## src/rtl/ckout_pkg.sv

```systemverilog
package ckout_pkg;

   // Decoded write strobes, one per mapped register.
   typedef struct packed {
      logic sel_wr;
      logic upd_wr;
      logic div_wr;
   } ckout_wstb_t;

   // Names for the source slots.
   typedef enum logic [1:0] {
      SRC_RC   = 2'd0,
      SRC_XTAL = 2'd1,
      SRC_WDOG = 2'd2,
      SRC_MAIN = 2'd3
   } ckout_src_e;

endpackage

```

## src/rtl/ckout_regs.sv

```systemverilog
module ckout_regs
   import ckout_pkg::*;
#(
   parameter int unsigned ADDR_W  = 12,
   parameter int unsigned DATA_W  = 32,
   parameter int unsigned SEL_W   = 2,
   parameter int unsigned DIV_W   = 8,
   parameter int unsigned SEL_OFS = 'h0E0,
   parameter int unsigned UPD_OFS = 'h0E4,
   parameter int unsigned DIV_OFS = 'h0E8
) (
   input  logic              clk,
   input  logic              rst_n,
   input  logic              wr_en,
   input  logic [ADDR_W-1:0] addr,
   input  logic [DATA_W-1:0] wdata,
   output logic [DATA_W-1:0] rdata,
   output logic [SEL_W-1:0]  stage_sel,
   output logic [SEL_W-1:0]  act_sel,
   output logic              upd_bit,
   output logic [DIV_W-1:0]  div_val,
   output logic              restart
);

   localparam logic [ADDR_W-1:0] A_SEL = ADDR_W'(SEL_OFS);
   localparam logic [ADDR_W-1:0] A_UPD = ADDR_W'(UPD_OFS);
   localparam logic [ADDR_W-1:0] A_DIV = ADDR_W'(DIV_OFS);

   ckout_wstb_t            stb;
   logic                   upd_fire;
   logic [DIV_W-1:0]       div_new;

   always_comb begin
      stb        = '0;
      stb.sel_wr = wr_en && (addr == A_SEL);
      stb.upd_wr = wr_en && (addr == A_UPD);
      stb.div_wr = wr_en && (addr == A_DIV);
   end

   assign div_new  = wdata[DIV_W-1:0];
   assign upd_fire = stb.upd_wr && wdata[0] && !upd_bit;
   assign restart  = (upd_fire && (stage_sel != act_sel)) ||
                     (stb.div_wr && (div_new != div_val));

   always_ff @(posedge clk or negedge rst_n) begin
      if (!rst_n) begin
         stage_sel <= '0;
         act_sel   <= '0;
         upd_bit   <= 1'b0;
         div_val   <= '0;
      end else begin
         if (stb.sel_wr) stage_sel <= wdata[SEL_W-1:0];
         if (stb.upd_wr) upd_bit   <= wdata[0];
         if (upd_fire)   act_sel   <= stage_sel;
         if (stb.div_wr) div_val   <= div_new;
      end
   end

   always_comb begin
      rdata = '0;
      if (addr == A_SEL)      rdata[SEL_W-1:0] = stage_sel;
      else if (addr == A_UPD) rdata[0]         = upd_bit;
      else if (addr == A_DIV) rdata[DIV_W-1:0] = div_val;
   end

endmodule

```

## src/rtl/ckout_srcmux.sv

```systemverilog
module ckout_srcmux #(
   parameter int unsigned NUM_SRC = 4,
   parameter int unsigned SEL_W   = 2
) (
   input  logic [NUM_SRC-1:0] src_tick,
   input  logic [SEL_W-1:0]   sel,
   output logic               tick
);

   localparam int unsigned SLOTS = 1 << SEL_W;

   generate
      if (SLOTS == NUM_SRC) begin : g_full
         assign tick = src_tick[sel];
      end else begin : g_sparse
         logic [SLOTS-1:0] padded;
         assign padded = {{(SLOTS-NUM_SRC){1'b0}}, src_tick};
         assign tick   = padded[sel];
      end
   endgenerate

endmodule

```

## src/rtl/ckout_divider.sv

```systemverilog
module ckout_divider #(
   parameter int unsigned DIV_W = 8
) (
   input  logic             clk,
   input  logic             rst_n,
   input  logic             tick,
   input  logic [DIV_W-1:0] div_val,
   input  logic             restart,
   output logic             ck_out
);

   logic [DIV_W-1:0] pos;
   logic [DIV_W-1:0] hi_len;
   logic [DIV_W-1:0] last_pos;

   assign hi_len   = div_val >> 1;
   assign last_pos = div_val - 1'b1;

   always_ff @(posedge clk or negedge rst_n) begin
      if (!rst_n) begin
         pos    <= '0;
         ck_out <= 1'b0;
      end else if (restart || (div_val == '0)) begin
         pos    <= '0;
         ck_out <= 1'b0;
      end else if (div_val == DIV_W'(1)) begin
         pos    <= '0;
         ck_out <= tick;
      end else if (tick) begin
         ck_out <= (pos < hi_len);
         pos    <= (pos == last_pos) ? '0 : pos + 1'b1;
      end
   end

endmodule

```

## src/rtl/ckout_gen.sv

```systemverilog
module ckout_gen #(
   parameter int unsigned NUM_SRC = 4,
   parameter int unsigned ADDR_W  = 12,
   parameter int unsigned DATA_W  = 32,
   parameter int unsigned DIV_W   = 8,
   parameter int unsigned SEL_OFS = 'h0E0,
   parameter int unsigned UPD_OFS = 'h0E4,
   parameter int unsigned DIV_OFS = 'h0E8
) (
   input  logic               clk,
   input  logic               rst_n,
   input  logic               wr_en,
   input  logic [ADDR_W-1:0]  addr,
   input  logic [DATA_W-1:0]  wdata,
   output logic [DATA_W-1:0]  rdata,
   input  logic [NUM_SRC-1:0] src_tick,
   output logic               ck_out
);

   localparam int unsigned SEL_W = (NUM_SRC > 1) ? $clog2(NUM_SRC) : 1;

   initial begin : param_chk
      assert (NUM_SRC >= 2 && DIV_W >= 2 && DIV_W <= DATA_W && SEL_W <= DATA_W)
         else $error("ckout_gen: illegal parameter set");
   end

   logic [SEL_W-1:0] stage_sel;
   logic [SEL_W-1:0] act_sel;
   logic             upd_bit;
   logic [DIV_W-1:0] div_val;
   logic             restart;
   logic             tick;

   ckout_regs #(
      .ADDR_W (ADDR_W), .DATA_W (DATA_W), .SEL_W (SEL_W), .DIV_W (DIV_W),
      .SEL_OFS(SEL_OFS), .UPD_OFS(UPD_OFS), .DIV_OFS(DIV_OFS)
   ) u_regs (
      .clk      (clk),
      .rst_n    (rst_n),
      .wr_en    (wr_en),
      .addr     (addr),
      .wdata    (wdata),
      .rdata    (rdata),
      .stage_sel(stage_sel),
      .act_sel  (act_sel),
      .upd_bit  (upd_bit),
      .div_val  (div_val),
      .restart  (restart)
   );

   ckout_srcmux #(.NUM_SRC(NUM_SRC), .SEL_W(SEL_W)) u_mux (
      .src_tick(src_tick),
      .sel     (act_sel),
      .tick    (tick)
   );

   ckout_divider #(.DIV_W(DIV_W)) u_div (
      .clk    (clk),
      .rst_n  (rst_n),
      .tick   (tick),
      .div_val(div_val),
      .restart(restart),
      .ck_out (ck_out)
   );

endmodule

```

## config.mk

```make
export PLATFORM = sky130hd
export DESIGN_NAME = ckout_gen
export DESIGN_NICKNAME = d
export VERILOG_FILES = /design/src/rtl/ckout_pkg.sv /design/src/rtl/ckout_regs.sv /design/src/rtl/ckout_srcmux.sv /design/src/rtl/ckout_divider.sv /design/src/rtl/ckout_gen.sv
export SDC_FILE = /design/constraint.sdc
export NUM_CORES = 1
export LEC_CHECK = 0
export ABC_AREA = 1
export BUFFER_PORTS_ARGS = -buffer_cell sky130_fd_sc_hd__buf_4
export CAP_MARGIN = 10
export CORE_MARGIN = 2
export CORE_UTILIZATION = 50
export DETAILED_ROUTE_END_ITERATION = 8
export GPL_TIMING_DRIVEN = 0
export PLACE_DENSITY = 0.81
export SLEW_MARGIN = 10
export SYNTH_ARGS = -nofsm -noshare
export SYNTH_HDL_FRONTEND = slang
export SYNTH_SLANG_ARGS = --single-unit
```

## constraint.sdc

```tcl
create_clock -name clk -period 2.5 [get_ports clk]
set_clock_uncertainty 0.2 [all_clocks]
set_input_delay 0.25 -clock clk [delete_from_list [all_inputs] [get_ports clk]]
set_output_delay 0.25 -clock clk [all_outputs]
set_load 0.05 [all_outputs]
```

==> impl_metrics.json <==
{
  "status": "completed",
  "worstRegToRegCells": 13,
  "synth_ff_type": "dfrtp_1",
  "vias_per_cell": 4.81,
  "worstPathMaxFanout": 6,
  "grtUsageMet2_pct": 37.0,
  "final_core_utilization_pct": 63.6,
  "drt-total-wl_um": 4860,
  "post_synth_num_cell_types": 34,
  "vdd_ir_drop_max_uv": 192,
  "grt_use_met3_pct": 3.09,
  "drive_above_1_share_pct": 26.2,
  "swShare_pct": 29.1,
  "timing.critical_path.from_type": "flip-flop",
  "worst_ep_required_time_ns": 2.51,
  "critPathArrivalTime_ns": 2.16,
  "timing_worst_slew_pin_value_ns": 0.530,
  "worstHoldPathType": "in -> reg",
  "final_period_minus_worst_setup_slack_ns": 2.15,
  "postSynthCellCount": 323,
  "hp-start": "wdata[2]",
  "final_cell_mix": "87 x nand2_1, 59 x buf_4, 33 x nor2_1",
  "cts_sinks": 22,
  "asyncSetResetFlopFracSynth_pct": 100,
  "count_of_endpoints_failing_setup_in_the_final_report": 0,
  "fin_tns_setup_ns": 0,
  "worst_path_dominant_cell_family": "simple AND/OR/NAND/NOR gates",
  "finalCritPeriodShare_pct": 85.8,
  "route.detailed.wl_per_inst_um": 11.1,
  "gr-total-overflow": 0,
  "clock.fmax_mhz": 466,
  "antenna_cells": 0,
  "synth_sequential_area_ratio_pct": 24.2,
  "power.combinational.fraction_pct": 23.1,
  "dp_hpwl_um": 3950,
  "slew-limit-headroom_pct": 64.5,
  "ctsRootBufferMaster": "clkbuf_8",
  "reg2reg_to": "u_div.pos[3]",
  "cts_max_path_buffers": 2,
  "synthesis.area_per_instance_um2": 7.03,
  "floorplan.rows": 24,
  "n_fill_cell": 401,
  "grt_usage_pct": 20.8,
  "post-cts-setup-buffers": 0,
  "ant_nets": 0,
  "grt.met1_usage_pct": 26.3,
  "placedCellCount": 433,
  "clk_pin_slew_worst_paths_ns": 0.08,
  "cts_made_buffers": 3,
  "crit_path_cell_trace": "buf_6, inv_1, ha_1, nand2_1, nor2_1, nand3_1, nand3_1, nor2_1, nand3_2, nand2_2, nor2_1, nand2_1, nand2_1",
  "cts-resized-gates": 0,
  "crit_path_end_kind": "flip-flop",
  "floorplan.die.height_um": 71.4,
  "hold-path-cell-count": 2,
  "maxSlewViolCount": 0,
  "grt_first_pass_wirelength_um": 8630,
  "first_global_vias": 2012,
  "report.final.hold_viol_count": 0,
  "drt_first_iter_violations": 88,
  "maxCapViolations": 0,
  "buffer_ports.inserted": 35,
  "via_count": 2106,
  "die_area_um2": 5100,
  "power_leakage_uw": 0.00150,
  "netlist_area_um2": 2270,
  "worst_case_register_to_register_setup_slack_ns": 0.35,
  "cts_tree": "yes",
  "cell_with_the_largest_stage_delay_on_the_worst_path": "dfrtp_1",
  "net_total_in_the_final_layout": 447,
  "global_route.peak_usage_layer": "met2",
  "synthesis.yosys.warnings": 0,
  "max_stage_delay_ns": 0.40,
  "floorplan.die.width_um": 71.4,
  "grt_max_degree": 23,
  "initial_core_util_pct": 52.2,
  "seqPwrFrac_pct": 39.5,
  "clockPowerShare_pct": 37.5,
  "sw_power_uw": 265,
  "cts_hold_buf": 1,
  "grt_setup_unrepaired": "no",
  "antenna_found_initial": 0,
  "critPathLaunch": "u_regs.div_val[0]",
  "first_pass_iters": 4,
  "synth.ff_latch_count": 22,
  "post_layout_nonfiller_instances": 438,
  "drc_errors": 0,
  "internal_cell_power_uw": 645,
  "clk_latency_ns": 0.27,
  "synth_edf_count": 0,
  "most_common_cell_after_layout_fill_and_taps_aside": "nand2_1",
  "floorplan.io_pins": 84,
  "worst_hold_slack_ns": 0.0236,
  "critPathKind": "reg -> reg",
  "number_of_buffers_and_inverters_on_the_critical_path": 2,
  "area.growth.synth_to_final_pct": 21.8,
  "r2r_start": "u_regs.div_val[0]",
  "place_congestion": 0.861,
  "holdPathEnd": "u_regs.div_val[2]",
  "cellPowerDensity_nw_per_um2": 329,
  "cts_max_level": 1,
  "coreArea_um2": 4350
}
## sequential cells by signal, indices dropped and copies added, names as in the netlist
signal / count
u_div.pos: 8
u_regs.div_val: 8
u_regs.act_sel: 2
u_regs.stage_sel: 2
u_div.ck_out: 1
u_regs.upd_bit: 1
## cell families (layout without fill, tap and decap cells)
logic type	Yosys count	after routing	share of synthesized area, %
XOR/XNOR	21	21	8.76
AO/OA/AOI/OAI	18	18	4.24
other	1	24	0.165
AND/OR/NAND/NOR	183	183	39.3
multiplexers	6	6	2.97
flip-flops	22	22	24.2
buffers and inverters	63	103	15.4
adder cells (fa/ha/maj)	9	9	4.96
## power by group through the flow
stage | registers [uW] | clock network, uW | logic (uW)
5_1_grt | 359 | 357 | 227
2_1_floorplan | 366 | 0 | 154
3_3_place_gp | 366 | 0 | 206
3_5_place_dp | 366 | 0 | 208
6_report | 359 | 341 | 210
4_1_cts | 359 | 347 | 210
## worst reg2reg max path: stages, from the launching register on
cell and delay [ns]:
dfrtp_1 0.40, buf_6 0.14, inv_1 0.14, ha_1 0.27
nand2_1 0.13, nor2_1 0.16, nand3_1 0.10, nand3_1 0.10
nor2_1 0.05, nand3_2 0.08, nand2_2 0.10, nor2_1 0.10
nand2_1 0.06, nand2_1 0.06
## final cells by class
| cell class | instances | area [um^2] | share of cell area (%) |
|---|---|---|---|
| Clock buffer | 3 | 41.3 | 1.49 |
| Buffer | 28 | 219 | 7.91 |
| Sequential cell | 22 | 551 | 19.9 |
| Multi-Input combinational cell | 261 | 1460 | 52.7 |
| Inverter | 35 | 131 | 4.75 |
| Timing Repair Buffer | 36 | 273 | 9.86 |
| Clock inverter | 1 | 30.0 | 1.08 |
| Tap cell | 52 | 65.1 | 2.35 |
## Yosys cell counts (4+ instances only)
cell type  instances  share of area [%]
nand3_1           22                4.8
nor2_1            33                5.5
nand2_1           87                 14
nand2_2            5                1.4
nor3_1             8                1.8
ha_1               9                5.0
o21ai_0            8                1.8
a21oi_1            6                1.3
inv_1             31                5.1
mux2_2             6                3.0
xor2_1             8                3.1
buf_4             24                7.9
xnor2_1           11                4.2
nand4_1            8                2.2
inv_2              4               0.66
dfrtp_1           22                 24
## worst max path at each step
stage | slack [ns] | endpoint | cells after the start
floorplan | 0.10 | rdata[1] | 5
global placement | 0.40 | rdata[0] | 8
detailed placement | 0.39 | u_div.pos[3] | 12
CTS | 0.36 | u_div.pos[3] | 12
global route | 0.15 | u_div.pos[6] | 14
finish | 0.35 | u_div.pos[3] | 13
## layer usage
layer  part of all wire, %  vias up
met5                     0        -
met4                   1.5        0
met3                   5.4        8
met2                    49       67
met1                    44      923
li1                      -     1108
## metrics by stage
stage | power, uW | area (um^2) | setup WS [ns]
6_report | 909 | 2770 | 0.355
5_1_grt | 942 | 2770 | 0.149
4_1_cts | 916 | 2770 | 0.356
3_5_place_dp | 574 | 2690 | 0.387
3_3_place_gp | 572 | 2690 | 0.395
2_1_floorplan | 520 | 2360 | 0.105
Note: power is estimated with default switching activity, not from simulation.
